File: src/rtl/serial_bitcnt_pkg.sv
package serial_bitcnt_pkg;
  typedef enum logic {
    MODE_SYNC     = 1'b0,
    MODE_TWO_WIRE = 1'b1
  } link_mode_e;

  typedef struct packed {
    logic txe_en;
    logic tend_en;
    logic tend;
  } irq_state_t;
endpackage

File: src/rtl/serial_bitcnt_edge.sv
module serial_bitcnt_edge (
  input  logic clk_i,
  input  logic rst_ni,
  input  logic sclk_i,
  output logic rise_o
);
  logic sclk_q;

  // reset high so a clock already high at reset release is not an edge
  always_ff @(posedge clk_i or negedge rst_ni) begin
    if (!rst_ni) sclk_q <= 1'b1;
    else         sclk_q <= sclk_i;
  end

  assign rise_o = sclk_i & ~sclk_q;
endmodule

File: src/rtl/serial_bitcnt_counter.sv
module serial_bitcnt_counter
  import serial_bitcnt_pkg::*;
#(
  parameter int unsigned CODE_W = 3
) (
  input  logic              clk_i,
  input  logic              rst_ni,
  input  logic              rise_i,
  input  logic              sclk_i,
  input  link_mode_e        mode_i,
  input  logic              wr_i,
  input  logic [CODE_W-1:0] wr_code_i,
  output logic [CODE_W-1:0] code_o,
  output logic              done_o,
  output logic              active_o,
  output logic              tend_edge_o
);
  localparam int unsigned DATA_BITS = 1 << CODE_W;
  localparam int unsigned FRAME_MAX = DATA_BITS + 1;
  localparam int unsigned CNT_W     = $clog2(FRAME_MAX + 1);
  localparam int unsigned TEND_EDGE = FRAME_MAX;

  typedef logic [CNT_W-1:0] cnt_t;

  function automatic cnt_t frame_len(input logic [CODE_W-1:0] c, input link_mode_e m);
    cnt_t cv;
    cv = cnt_t'(c);
    if (c == '0) return (m == MODE_TWO_WIRE) ? cnt_t'(FRAME_MAX) : cnt_t'(DATA_BITS);
    return (m == MODE_TWO_WIRE) ? cv + cnt_t'(1) : cv;
  endfunction

  function automatic logic [CODE_W-1:0] rem_code(input cnt_t r, input link_mode_e m);
    if (m == MODE_TWO_WIRE) begin
      if (r <= cnt_t'(1) || r >= cnt_t'(FRAME_MAX)) return '0;
      return CODE_W'(r - cnt_t'(1));
    end
    if (r >= cnt_t'(DATA_BITS)) return '0;
    return CODE_W'(r);
  endfunction

  logic [CODE_W-1:0] code_q;
  logic              active_q;
  logic              done_q;
  cnt_t              rem_q, rem_n;
  cnt_t              edges_q, edges_n;
  logic              load_ok;

  always_comb begin
    if (active_q) begin
      rem_n   = rem_q - cnt_t'(1);
      edges_n = edges_q + cnt_t'(1);
    end else begin
      rem_n   = frame_len(code_q, mode_i) - cnt_t'(1);
      edges_n = cnt_t'(1);
    end
  end

  // loads only between frames, in two-wire mode, non-zero only with clock low
  assign load_ok = wr_i && !active_q && !rise_i && (mode_i == MODE_TWO_WIRE) &&
                   ((wr_code_i == '0) || !sclk_i);

  always_ff @(posedge clk_i or negedge rst_ni) begin
    if (!rst_ni) begin
      code_q   <= '0;
      active_q <= 1'b0;
      done_q   <= 1'b0;
      rem_q    <= '0;
      edges_q  <= '0;
    end else begin
      done_q <= 1'b0;
      if (rise_i) begin
        rem_q   <= rem_n;
        edges_q <= edges_n;
        if (rem_n == '0) begin
          active_q <= 1'b0;
          code_q   <= '0;
          done_q   <= 1'b1;
        end else begin
          active_q <= 1'b1;
        end
      end else if (load_ok) begin
        code_q <= wr_code_i;
      end
    end
  end

  assign code_o      = active_q ? rem_code(rem_q, mode_i) : code_q;
  assign done_o      = done_q;
  assign active_o    = active_q;
  assign tend_edge_o = rise_i && (edges_n == cnt_t'(TEND_EDGE));
endmodule

File: src/rtl/serial_bitcnt_irq.sv
module serial_bitcnt_irq
  import serial_bitcnt_pkg::*;
(
  input  logic clk_i,
  input  logic rst_ni,
  input  logic wr_i,
  input  logic txe_en_i,
  input  logic tend_en_i,
  input  logic tend_i,
  input  logic tend_edge_i,
  input  logic data_empty_i,
  output logic tend_o,
  output logic irq_txe_o,
  output logic irq_tend_o
);
  irq_state_t st_q;

  always_ff @(posedge clk_i or negedge rst_ni) begin
    if (!rst_ni) begin
      st_q <= '0;
    end else begin
      if (wr_i) begin
        st_q.txe_en  <= txe_en_i;
        st_q.tend_en <= tend_en_i;
      end
      // set beats a clearing write in the same cycle
      if (tend_edge_i && data_empty_i) st_q.tend <= 1'b1;
      else if (wr_i && !tend_i)        st_q.tend <= 1'b0;
    end
  end

  assign tend_o     = st_q.tend;
  assign irq_txe_o  = data_empty_i & st_q.txe_en;
  assign irq_tend_o = st_q.tend & st_q.tend_en;
endmodule

File: src/rtl/serial_bitcnt.sv
module serial_bitcnt
  import serial_bitcnt_pkg::*;
#(
  parameter int unsigned CODE_W = 3
) (
  input  logic              clk_i,
  input  logic              rst_ni,
  input  logic              cnt_wr_i,
  input  logic [CODE_W-1:0] cnt_code_i,
  input  logic              ctl_wr_i,
  input  logic              ctl_txe_en_i,
  input  logic              ctl_tend_en_i,
  input  logic              ctl_tend_i,
  input  logic              sclk_i,
  input  logic              two_wire_i,
  input  logic              data_empty_i,
  output logic [CODE_W-1:0] cnt_code_o,
  output logic              frame_done_o,
  output logic              tend_o,
  output logic              irq_txe_o,
  output logic              irq_tend_o
);
  logic       rise;
  logic       active;
  logic       tend_edge;
  link_mode_e mode;

  assign mode = two_wire_i ? MODE_TWO_WIRE : MODE_SYNC;

  serial_bitcnt_edge u_edge (
    .clk_i  (clk_i),
    .rst_ni (rst_ni),
    .sclk_i (sclk_i),
    .rise_o (rise)
  );

  serial_bitcnt_counter #(.CODE_W(CODE_W)) u_cnt (
    .clk_i       (clk_i),
    .rst_ni      (rst_ni),
    .rise_i      (rise),
    .sclk_i      (sclk_i),
    .mode_i      (mode),
    .wr_i        (cnt_wr_i),
    .wr_code_i   (cnt_code_i),
    .code_o      (cnt_code_o),
    .done_o      (frame_done_o),
    .active_o    (active),
    .tend_edge_o (tend_edge)
  );

  serial_bitcnt_irq u_irq (
    .clk_i        (clk_i),
    .rst_ni       (rst_ni),
    .wr_i         (ctl_wr_i),
    .txe_en_i     (ctl_txe_en_i),
    .tend_en_i    (ctl_tend_en_i),
    .tend_i       (ctl_tend_i),
    .tend_edge_i  (tend_edge),
    .data_empty_i (data_empty_i),
    .tend_o       (tend_o),
    .irq_txe_o    (irq_txe_o),
    .irq_tend_o   (irq_tend_o)
  );
endmodule

File: config.mk
export PLATFORM = sky130hd
export DESIGN_NAME = serial_bitcnt
export DESIGN_NICKNAME = d
export VERILOG_FILES = /design/src/rtl/serial_bitcnt_pkg.sv /design/src/rtl/serial_bitcnt_edge.sv /design/src/rtl/serial_bitcnt_counter.sv /design/src/rtl/serial_bitcnt_irq.sv /design/src/rtl/serial_bitcnt.sv
export SDC_FILE = /design/constraint.sdc
export NUM_CORES = 1
export LEC_CHECK = 0
export CAP_MARGIN = 20
export CORE_MARGIN = 5
export CORE_UTILIZATION = 52
export CTS_BUF_LIST = sky130_fd_sc_hd__clkbuf_16
export CTS_CLUSTER_DIAMETER = 100
export DETAILED_ROUTE_END_ITERATION = 16
export PLACE_DENSITY_LB_ADDON = 0.1
export REMOVE_ABC_BUFFERS = 1
export SLEW_MARGIN = 20
export SYNTH_ARGS = -nofsm -noshare
export SYNTH_HDL_FRONTEND = slang
export SYNTH_SLANG_ARGS = --single-unit
File: constraint.sdc
create_clock -name clk_i -period 2.9 [get_ports clk_i]
set_input_delay 0.29 -clock clk_i [delete_from_list [all_inputs] [get_ports clk_i]]
set_output_delay 0.29 -clock clk_i [all_outputs]
set_load 0.1 [all_outputs]
# --- After elaboration in Yosys (flattened, before gate mapping) ---
# Cells that the tools add are included.
classes:
  n_addsub: 4
  n_reduce_logical: 19
  muxes: 30
  order_cmp: 3
  bitwise_logic: 4
  n_eq_ne: 2
ops:
  columns: ["cell", "count"]
  rows:
  - ["2-to-1 mux 3 bit", 10]
  - ["2-to-1 mux 4 bit", 6]
  - ["2-to-1 mux 1 bit", 14]
  - [">= comparator 4 bit, second input constant", 2]
  - ["subtractor 4 x 1 -> 4 bit, second input constant", 2]
  - ["logical AND 1 bit", 7]
  - ["zero test 3 bit", 2]
  - ["adder 3 x 1 -> 4 bit, second input constant", 1]
  - ["adder 4 x 1 -> 4 bit, second input constant", 1]
  - ["== test 4 bit, second input constant", 1]
  - ["less-or-equal comparator 4 x 1 -> 1 bit, second input constant", 1]
  - ["zero test 1 bit", 4]
  - ["zero test 4 bit", 1]
  - ["nonzero test 2 bit", 2]
  - ["AND 1 bit", 3]
  - ["logical OR 1 bit", 2]
  - ["!= test 2 bit, second input constant", 1]
  - ["AND reduction 2 bit", 1]
  - ["NOT 1 bit", 1]
totals:
  ff_bits: 17
  word_cells: 71
  in_bits: 13
  out_inout_bits: 7

# --- Logic depth before layout (Yosys ltp) ---
# Gate-level depths: netlist of the first run.
logic_depth:
  depth_word: 10
  mapped_depth: 11
  ltp_nobuf: 11

# --- Modules after synthesis ---
# From an unflattened synthesis of the first run, not the netlist that was laid out.
hier_totals:
  hier_cells: 123
  hier_area_um2: 1172.4
modules_own_cells:
  columns: ["module", "area_per_inst_um2", "cells_per_inst", "seq_area_each_um2", "n_inst"]
  rows:
  - ["serial_bitcnt_counter", 999.7, 112, 325.3, 1]
  - ["serial_bitcnt_irq", 132.6, 9, 75.1, 1]
  - ["serial_bitcnt_edge", 40.0, 2, 26.3, 1]

# --- Least setup slack after synthesis of the first run ---
# OpenSTA, ideal clock, no wires.
synth_timing:
  path_type: "register to output"
  start: "register u_cnt.rem_q[0]"
  end: "output cnt_code_o[2]"
  arrival_ns: 2.736
  path_stages_with_launch: 9
  slack_ns: -0.126
  cell_sequence: "dfrtp_1 -> inv_1 -> ha_1 -> nor2b_1 -> a21oi_1 -> o22ai_1 -> nand2_1 -> a2bb2oi_1 -> a21oi_1"
synth_between:
  elab_chain_len: 10
  word_cells_on_any_way: 15
  cone_classes: "1 x add/sub; 3 x order compare; 10 x mux; 1 x reduce/logical"
synth_rtl:
  columns: ["element", "line", "source"]
  rows:
  - ["from (decl)", "serial_bitcnt_counter.sv:44", "cnt_t rem_q, rem_n;"]
  - ["from (signal assigned)", "serial_bitcnt_counter.sv:72", "rem_q <= rem_n;"]
  - ["less-or-equal comparator 4 x 1 -> 1 bit or >= comparator 4 bit (tied branches)", "serial_bitcnt_counter.sv:34", "if (r <= cnt_t'(1) || r >= cnt_t'(FRAME_MAX)) return '0;"]
  - ["logical OR 1 bit", "serial_bitcnt_counter.sv:34", null]
  - ["2-to-1 mux 1 bit", "serial_bitcnt_counter.sv:34", null]
  - ["2-to-1 mux 1 bit", "serial_bitcnt_counter.sv:33", "if (m == MODE_TWO_WIRE) begin"]
  - ["2-to-1 mux 3 bit", "serial_bitcnt_counter.sv:35", "return CODE_W'(r - cnt_t'(1));"]
  - ["2-to-1 mux 3 bit", "serial_bitcnt_counter.sv:33", null]
  - ["2-to-1 mux 3 bit", "serial_bitcnt_counter.sv:37", "if (r >= cnt_t'(DATA_BITS)) return '0;"]
  - ["2-to-1 mux 3 bit", "serial_bitcnt_counter.sv:38", "return CODE_W'(r);"]
  - ["2-to-1 mux 3 bit *", "serial_bitcnt_counter.sv:37", null]
  - ["2-to-1 mux 3 bit *", "serial_bitcnt_counter.sv:87", "assign code_o = active_q ? rem_code(rem_q, mode_i) : code_q;"]
  - ["to (decl)", "serial_bitcnt.sv:17", "output logic [CODE_W-1:0] cnt_code_o,"]
# Every way passes the cells marked *; elsewhere a longest branch is shown, timed or not. The select of a mux whose other input is x is not followed.

# --- Worst setup path after layout of the first run ---
# Ends and elaborated chain as after synthesis.

==> results.py, run 1 <==
metrics = {
    "outcome": {
        "status": "completed",
    },
    "setup_path": {
        "path_buf_inv": 2,
        "path_common_cell": "a21oi_1",
        "rrSetupSlack_ns": 0.52,
        "critPathKind": "reg2out",
        "crit_family": "compound AO/OA/AOI/OAI gates",
        "slowest_delay_ns": 0.45,
        "cp-start-kind": "flip-flop",
        "timing.rr.end": "u_cnt.code_q[1]",
        "cp.arrival_ns": 2.13,
        "endpoint_kind": "primary output",
        "cp_max_fo": 7,
        "r2r_cells": 11,
        "cp.required_ns": 2.61,
        "reg2reg_from": "u_cnt.code_q[1]",
        "slowest_stage": "dfrtp_1",
        "worstPathCellList": "inv_1 > ha_1 > nor2b_1 > a21oi_1 > o22ai_1 > nand2_1 > a2bb2oi_1 > a21oi_1 > buf_12",
    },
    "power_and_ir_drop": {
        "power_frac_seq_pct": 25.5,
        "p_leak_nw": 0.643,
        "peakVddDrop_mv": 0.689,
        "powerDensity_nw_per_um2": 1220,
        "clkPwrFrac_pct": 15.0,
        "p_comb_share_pct": 59.4,
        "netSwitchingPower_mw": 0.846,
        "swShare_pct": 48.0,
        "p_int_mw": 0.917,
    },
    "global_route": {
        "grt.overflow.total": 0,
        "antenna_found_initial": 0,
        "grt_max_degree": 25,
        "grt_pass1_vias": 926,
        "grt_first_pass_wirelength_um": 4100,
        "grt.total_usage_pct": 15.6,
    },
    "floorplan": {
        "io_pins": 20,
        "core_area_um2": 2170,
        "initial_utilization_pct": 53.4,
        "dieArea_um2": 3270,
        "die_w_um": 57.2,
        "die_h_um": 57.2,
        "rows": 17,
    },
    "cts": {
        "clk_pin_slew_ns": 0.05,
        "cts_made_buffers": 3,
        "post_cts_buffers": 0,
        "htreeDepth": 1,
        "clock_latency_ns": 0.24,
        "cts_tree": "done",
        "clock-sinks": 17,
        "cts-hold-fix-buffers": 0,
        "cts_root_buf": "clkbuf_16",
        "clockBufferDepth": 2,
        "cts-resized-gates": 0,
    },
    "timing": {
        "skew_ns": 0.00292,
        "fmax_mhz": 414,
        "rsz0062_at_grt": "false",
        "final.min_clock_period_ns": 2.42,
        "slew_violations": 0,
        "setup_viol": 0,
        "setup_ws_ns": 0.482,
        "min_period_over_period_pct": 83.4,
        "slew_headroom_pct": 51.0,
        "hold_viol_final": 0,
        "tightestPinTransition_ns": 0.733,
    },
    "worst_hold_path": {
        "hold_class": "in2async",
    },
    "placed_design": {
        "post-place-ws_ns": 0.310,
        "place.gp.congestion": 0.772,
        "dp_hpwl_um": 1820,
        "numPortBuffers": 19,
    },
    "cells_and_area": {
        "fin_util_pct": 66.5,
        "diodes": 0,
        "n_fill_cell": 190,
        "final_layout_size_suffix_gt1_share_pct": 13.8,
        "fin_nets": 165,
        "areaGrowthSynthToFinish_pct": 24.5,
    },
    "detailed_routing": {
        "detail_route.iter0.violations": 16,
        "num_vias": 942,
        "drtPass1Iterations": 4,
        "wl_um": 2320,
        "vias_per_cell": 5.45,
        "antenna_left": 0,
        "wl_per_cell_um": 13.4,
        "drcViolationCount": 0,
    },
    "logic_synthesis": {
        "ys_seq_area_share_pct": 36.8,
        "ys_warn_count": 0,
        "yosys_register_bits": 17,
        "synth_edf_count": 0,
        "syn_avg_cell_area_um2": 9.05,
        "syn-cell-area_um2": 1160,
        "ys.flop_type": "dfrtp_1",
        "synth_cells": 128,
        "async_reset_ff_share_pct": 100,
        "ys_types": 42,
    },
    "flow_run": {
        "max_cap_viol_count": 0,
    },
}
## stage by stage
step                hold WS (ns)  power (mW)  std cells  instance area [µm²]  TNS, ns
detailed placement         0.488        1.50        169                 1360        0
CTS                        0.498        1.77        173                 1440        0
global placement           0.485        1.49        169                 1360        0
floorplan               -0.00559        1.18        121                 1110   -0.243
global route               0.540        1.88        173                 1440        0
finish                     0.485        1.76        173                 1440        0
## how the worst max path moves through the flow
stage                   start         endpoint  slack, ns  cells past startpoint
2_1_floorplan  u_cnt.rem_q[0]    cnt_code_o[2]      -0.13                      8
3_3_place_gp       two_wire_i  u_cnt.code_q[0]       0.42                     10
3_5_place_dp       two_wire_i  u_cnt.code_q[1]       0.31                     10
4_1_cts        u_cnt.rem_q[0]    cnt_code_o[2]       0.47                      9
5_1_grt        u_cnt.rem_q[0]    cnt_code_o[1]       0.30                      9
6_report       u_cnt.rem_q[0]    cnt_code_o[2]       0.48                      9
## layout by cell type (no fill, tap or decap), types with 3 or more instances in the layout
master / instances
a21oi_1: 7
a32o_1: 3
buf_12: 3
buf_4: 5
clkbuf_16: 3
clkdlybuf4s50_1: 12
dfrtp_1: 16
ha_1: 6
inv_1: 11
nand2_1: 14
nand3_1: 5
nor2_1: 8
nor3_1: 3
o21a_1: 3
o21ai_0: 8
xor2_1: 5
## final cells by class
class	instances	area [µm²]	area share, %
sequential	17	427	29.6
tap	28	35.0	2.43
multi-input combinational	94	647	44.8
clock inverter	1	3.75	0.260
timing repair buffer	20	218	15.1
clock buffer	3	75.1	5.20
inverter	10	37.5	2.60
## synth_stat cells (all sizes together) (3+ instances only)
master  number  area [µm²]
nand2b       3        26.3
dfrtp       16         400
xor2         5        43.8
inv         10        37.5
o21a         3        22.5
o21ai        8        40.0
buf          5        40.0
nand3        5        25.0
nand2       14        52.6
a32o         3        30.0
a21oi        7        35.0
nor3         3        15.0
nor2         8        30.0
ha           6        75.1
## cells by family (layout without fill, tap and decap cells)
| family | count (synthesis) | count (layout) | synth area share (%) |
|---|---|---|---|
| compound gates | 36 | 36 | 22.8 |
| mux | 3 | 3 | 2.81 |
| xor+xnor | 6 | 6 | 4.54 |
| buf+inv | 17 | 34 | 7.34 |
| flops | 17 | 17 | 36.8 |
| simple gates | 43 | 43 | 19.2 |
| fa+ha+maj | 6 | 6 | 6.48 |
## power groups by stage
stage / Clock (mW) / Combinational [mW] / Sequential (mW)
after global routing: 0.286 / 1.12 / 0.469
after floorplan: 0 / 0.736 / 0.448
final: 0.265 / 1.05 / 0.450
after detailed placement: 0 / 1.05 / 0.453
after global placement: 0 / 1.04 / 0.451
after CTS: 0.270 / 1.05 / 0.450
## metal layers
| metal | track usage [%] | routed length [µm] | vias up |
|---|---|---|---|
| li1 | - | - | 483 |
| met1 | 20.1 | 1160 | 447 |
| met2 | 25.6 | 1080 | 10 |
| met3 | 5.66 | 69 | 2 |
| met4 | 2.32 | 6 | 0 |
| met5 | 0 | 0 | - |
## state kept, by name, indices dropped and copies added, names as in the netlist
register,cells
u_cnt.rem_q,4
u_cnt.edges_q,4
u_edge.sclk_q,1
u_cnt.code_q,3
u_cnt.done_o,1
u_irq.tend_o,1
u_cnt.active_o,1
u_irq.st_q,2
Note: power is estimated with default switching activity, not from simulation.
==> run 2, diff against run 1 <==
--- a/config.mk
+++ b/config.mk
@@ -7,7 +7,7 @@
 export LEC_CHECK = 0
 export CAP_MARGIN = 20
 export CORE_MARGIN = 5
-export CORE_UTILIZATION = 52
+export CORE_UTILIZATION = 47
 export CTS_BUF_LIST = sky130_fd_sc_hd__clkbuf_16
 export CTS_CLUSTER_DIAMETER = 100
 export DETAILED_ROUTE_END_ITERATION = 16
==> constraint.sdc (replaced) <==
create_clock -name clk_i -period 2.1 [get_ports clk_i]
set_input_delay 0.21 -clock clk_i [delete_from_list [all_inputs] [get_ports clk_i]]
set_output_delay 0.21 -clock clk_i [all_outputs]
set_load 0.1 [all_outputs]
==> run 2 against run 1 <==
Against the previous run: the flow now finishes with violations (negative setup slack); cell area rose by 23%; hold slack worse by 0.19 ns; cell count grew 17%; core utilization up 7.3 points; sequential power rose by 27%; critical endpoint unchanged; critical path type unchanged; clock skew up 0.0013 ns.
==> results.py, run 2 (synthesis results as in run 1) <==
metrics = {
    "setup_path": {
        "cp_max_fo": 5,
        "critPathKind": "reg2out",
        "endpoint_kind": "primary output",
        "cp.arrival_ns": 1.92,
        "cp-start-kind": "flip-flop",
        "cp.required_ns": 1.89,
    },
    "power_and_ir_drop": {
        "p_leak_nw": 0.786,
        "p_int_mw": 1.55,
        "netSwitchingPower_mw": 1.33,
        "powerDensity_nw_per_um2": 1620,
        "power_frac_seq_pct": 19.9,
        "p_comb_share_pct": 67.3,
        "swShare_pct": 46.2,
        "peakVddDrop_mv": 2.07,
        "power.total_mw": 2.88,
        "clkPwrFrac_pct": 12.8,
    },
    "cts": {
        "cts_made_buffers": 3,
        "clk_pin_slew_ns": 0.05,
        "cts_root_buf": "clkbuf_16",
        "clockBufferDepth": 2,
        "htreeDepth": 1,
        "clock-sinks": 17,
        "cts_tree": "done",
        "cts-hold-fix-buffers": 0,
        "clock_latency_ns": 0.24,
    },
    "cells_and_area": {
        "stdcell_area_um2": 1780,
        "areaGrowthSynthToFinish_pct": 53.5,
        "final_layout_size_suffix_gt1_share_pct": 37.8,
        "fin_util_pct": 73.8,
        "final_cell_mix": "29 x buf_4, 16 x dfrtp_1, 14 x nand2_1",
        "seq_area_um2": 427,
        "diodes": 0,
        "n_fill_cell": 159,
        "multi_input_area_um2": 757,
        "layout.cells.non_filler": 202,
        "reg_top3": "u_cnt.edges_q (4), u_cnt.rem_q (4), u_cnt.code_q (3)",
        "final_common_cell": "buf_4",
        "fin_nets": 192,
    },
    "detailed_routing": {
        "drtPass1Iterations": 4,
        "wl_um": 3020,
        "drcViolationCount": 0,
        "wl_per_cell_um": 15.0,
        "num_vias": 1095,
        "detail_route.iter0.violations": 63,
        "antenna_left": 0,
        "vias_per_cell": 5.42,
    },
    "placed_design": {
        "post-place-ws_ns": -0.124,
        "place_area_um2": 1510,
        "numPortBuffers": 19,
        "placed_cells": 188,
        "place.gp.congestion": 0.807,
        "dp_hpwl_um": 2010,
    },
    "timing": {
        "tightestPinTransition_ns": 0.480,
        "slew_violations": 0,
        "final.min_clock_period_ns": 2.13,
        "fmax_mhz": 469,
        "slew_headroom_pct": 68.0,
        "min_period_over_period_pct": 101,
        "tns_ns": -0.0385,
        "skew_ns": 0.00423,
        "setup_viol": 3,
        "hold_ws_ns": 0.292,
        "setup_ws_ns": -0.0310,
        "hold_viol_final": 0,
        "rsz0062_at_grt": "true",
    },
    "floorplan": {
        "core_area_um2": 2410,
        "dieArea_um2": 3560,
        "die_w_um": 59.7,
        "die_h_um": 59.7,
        "io_pins": 20,
        "initial_utilization_pct": 48.1,
        "rows": 18,
    },
    "flow_run": {
        "max_cap_viol_count": 0,
    },
    "global_route": {
        "grt.total_usage_pct": 17.7,
        "grt_first_pass_wirelength_um": 4850,
        "grt.overflow.total": 0,
        "grt_pass1_vias": 1092,
        "grt_max_degree": 18,
        "antenna_found_initial": 0,
    },
    "worst_hold_path": {
        "hold_class": "in2async",
    },
    "outcome": {
        "violations": "negative setup slack",
        "status": "finished with violations",
    },
}
-- run 2: cell count changes in the layout (fill, tap and decap cells not counted), moves of 2 or more --
cell / delta
buf_6: +2
a21oi_1: -3
inv_1: -5
xor2_2: +3
a21oi_2: +3
inv_2: +5
buf_4: +24
xor2_1: -3
ha_1: -4
ha_4: +4
-- run 2: worst max-delay path, stage by stage (launching register included) --
cell	delay [ns]
dfrtp_1	0.39
inv_2	0.10
ha_4	0.16
nor2b_1	0.13
a21oi_1	0.07
o22ai_1	0.13
nand2_1	0.12
a2bb2oi_2	0.18
a21oi_2	0.20
buf_12	0.19
-- run 2: worst paths after layout --
kind	from	end	slack (ns)	depth (start not counted)
max reg2reg	u_cnt.code_q[1]	u_cnt.code_q[1]	0.03	11
min reg2reg	u_irq.st_q[1]	u_irq.st_q[1]	0.50	1
min	rst_ni	u_cnt.edges_q[3]	0.29	2
min in group clk_i	u_irq.st_q[1]	u_irq.st_q[1]	0.50	1
max	u_cnt.rem_q[1]	cnt_code_o[2]	-0.03	9
max in group asynchronous	rst_ni	u_edge.sclk_q	1.55	2
-- run 2: power by group through the flow --
stage,sequential (mW),clock (mW),combinational [mW]
floorplan,0.619,0,1.01
global placement,0.562,0,1.61
detailed placement,0.565,0,1.63
CTS,0.569,0.378,1.72
global route,0.595,0.396,2.08
finish,0.572,0.370,1.94
-- run 2: what timing repair did --
| item | 4_1_cts | 5_1_grt |
|---|---|---|
| setup buffers | 0 | 10 |
| pin swaps | 7 | 16 |
| resized for setup | 12 | 13 |
| endpoints found under the setup margin | 7 | 8 |
-- run 2: layout make-up --
class	instances	share of cell area [%]
Tap cell	30	2.11
Sequential cell	17	24.0
Clock inverter	1	0.211
Clock buffer	3	4.22
Inverter	10	2.11
Timing Repair Buffer	47	24.8
Multi-Input combinational cell	94	42.6
-- run 2: layer usage --
metal  GRT usage, %  wire [µm]  share of wire (%)  vias to the layer above
met5              0          0                  0                        -
met4           4.11         53                1.8                        0
met3           4.54         87                2.9                        6
met2           29.0       1580                 52                       20
met1           23.4       1300                 43                      536
li1               -          -                  -                      533
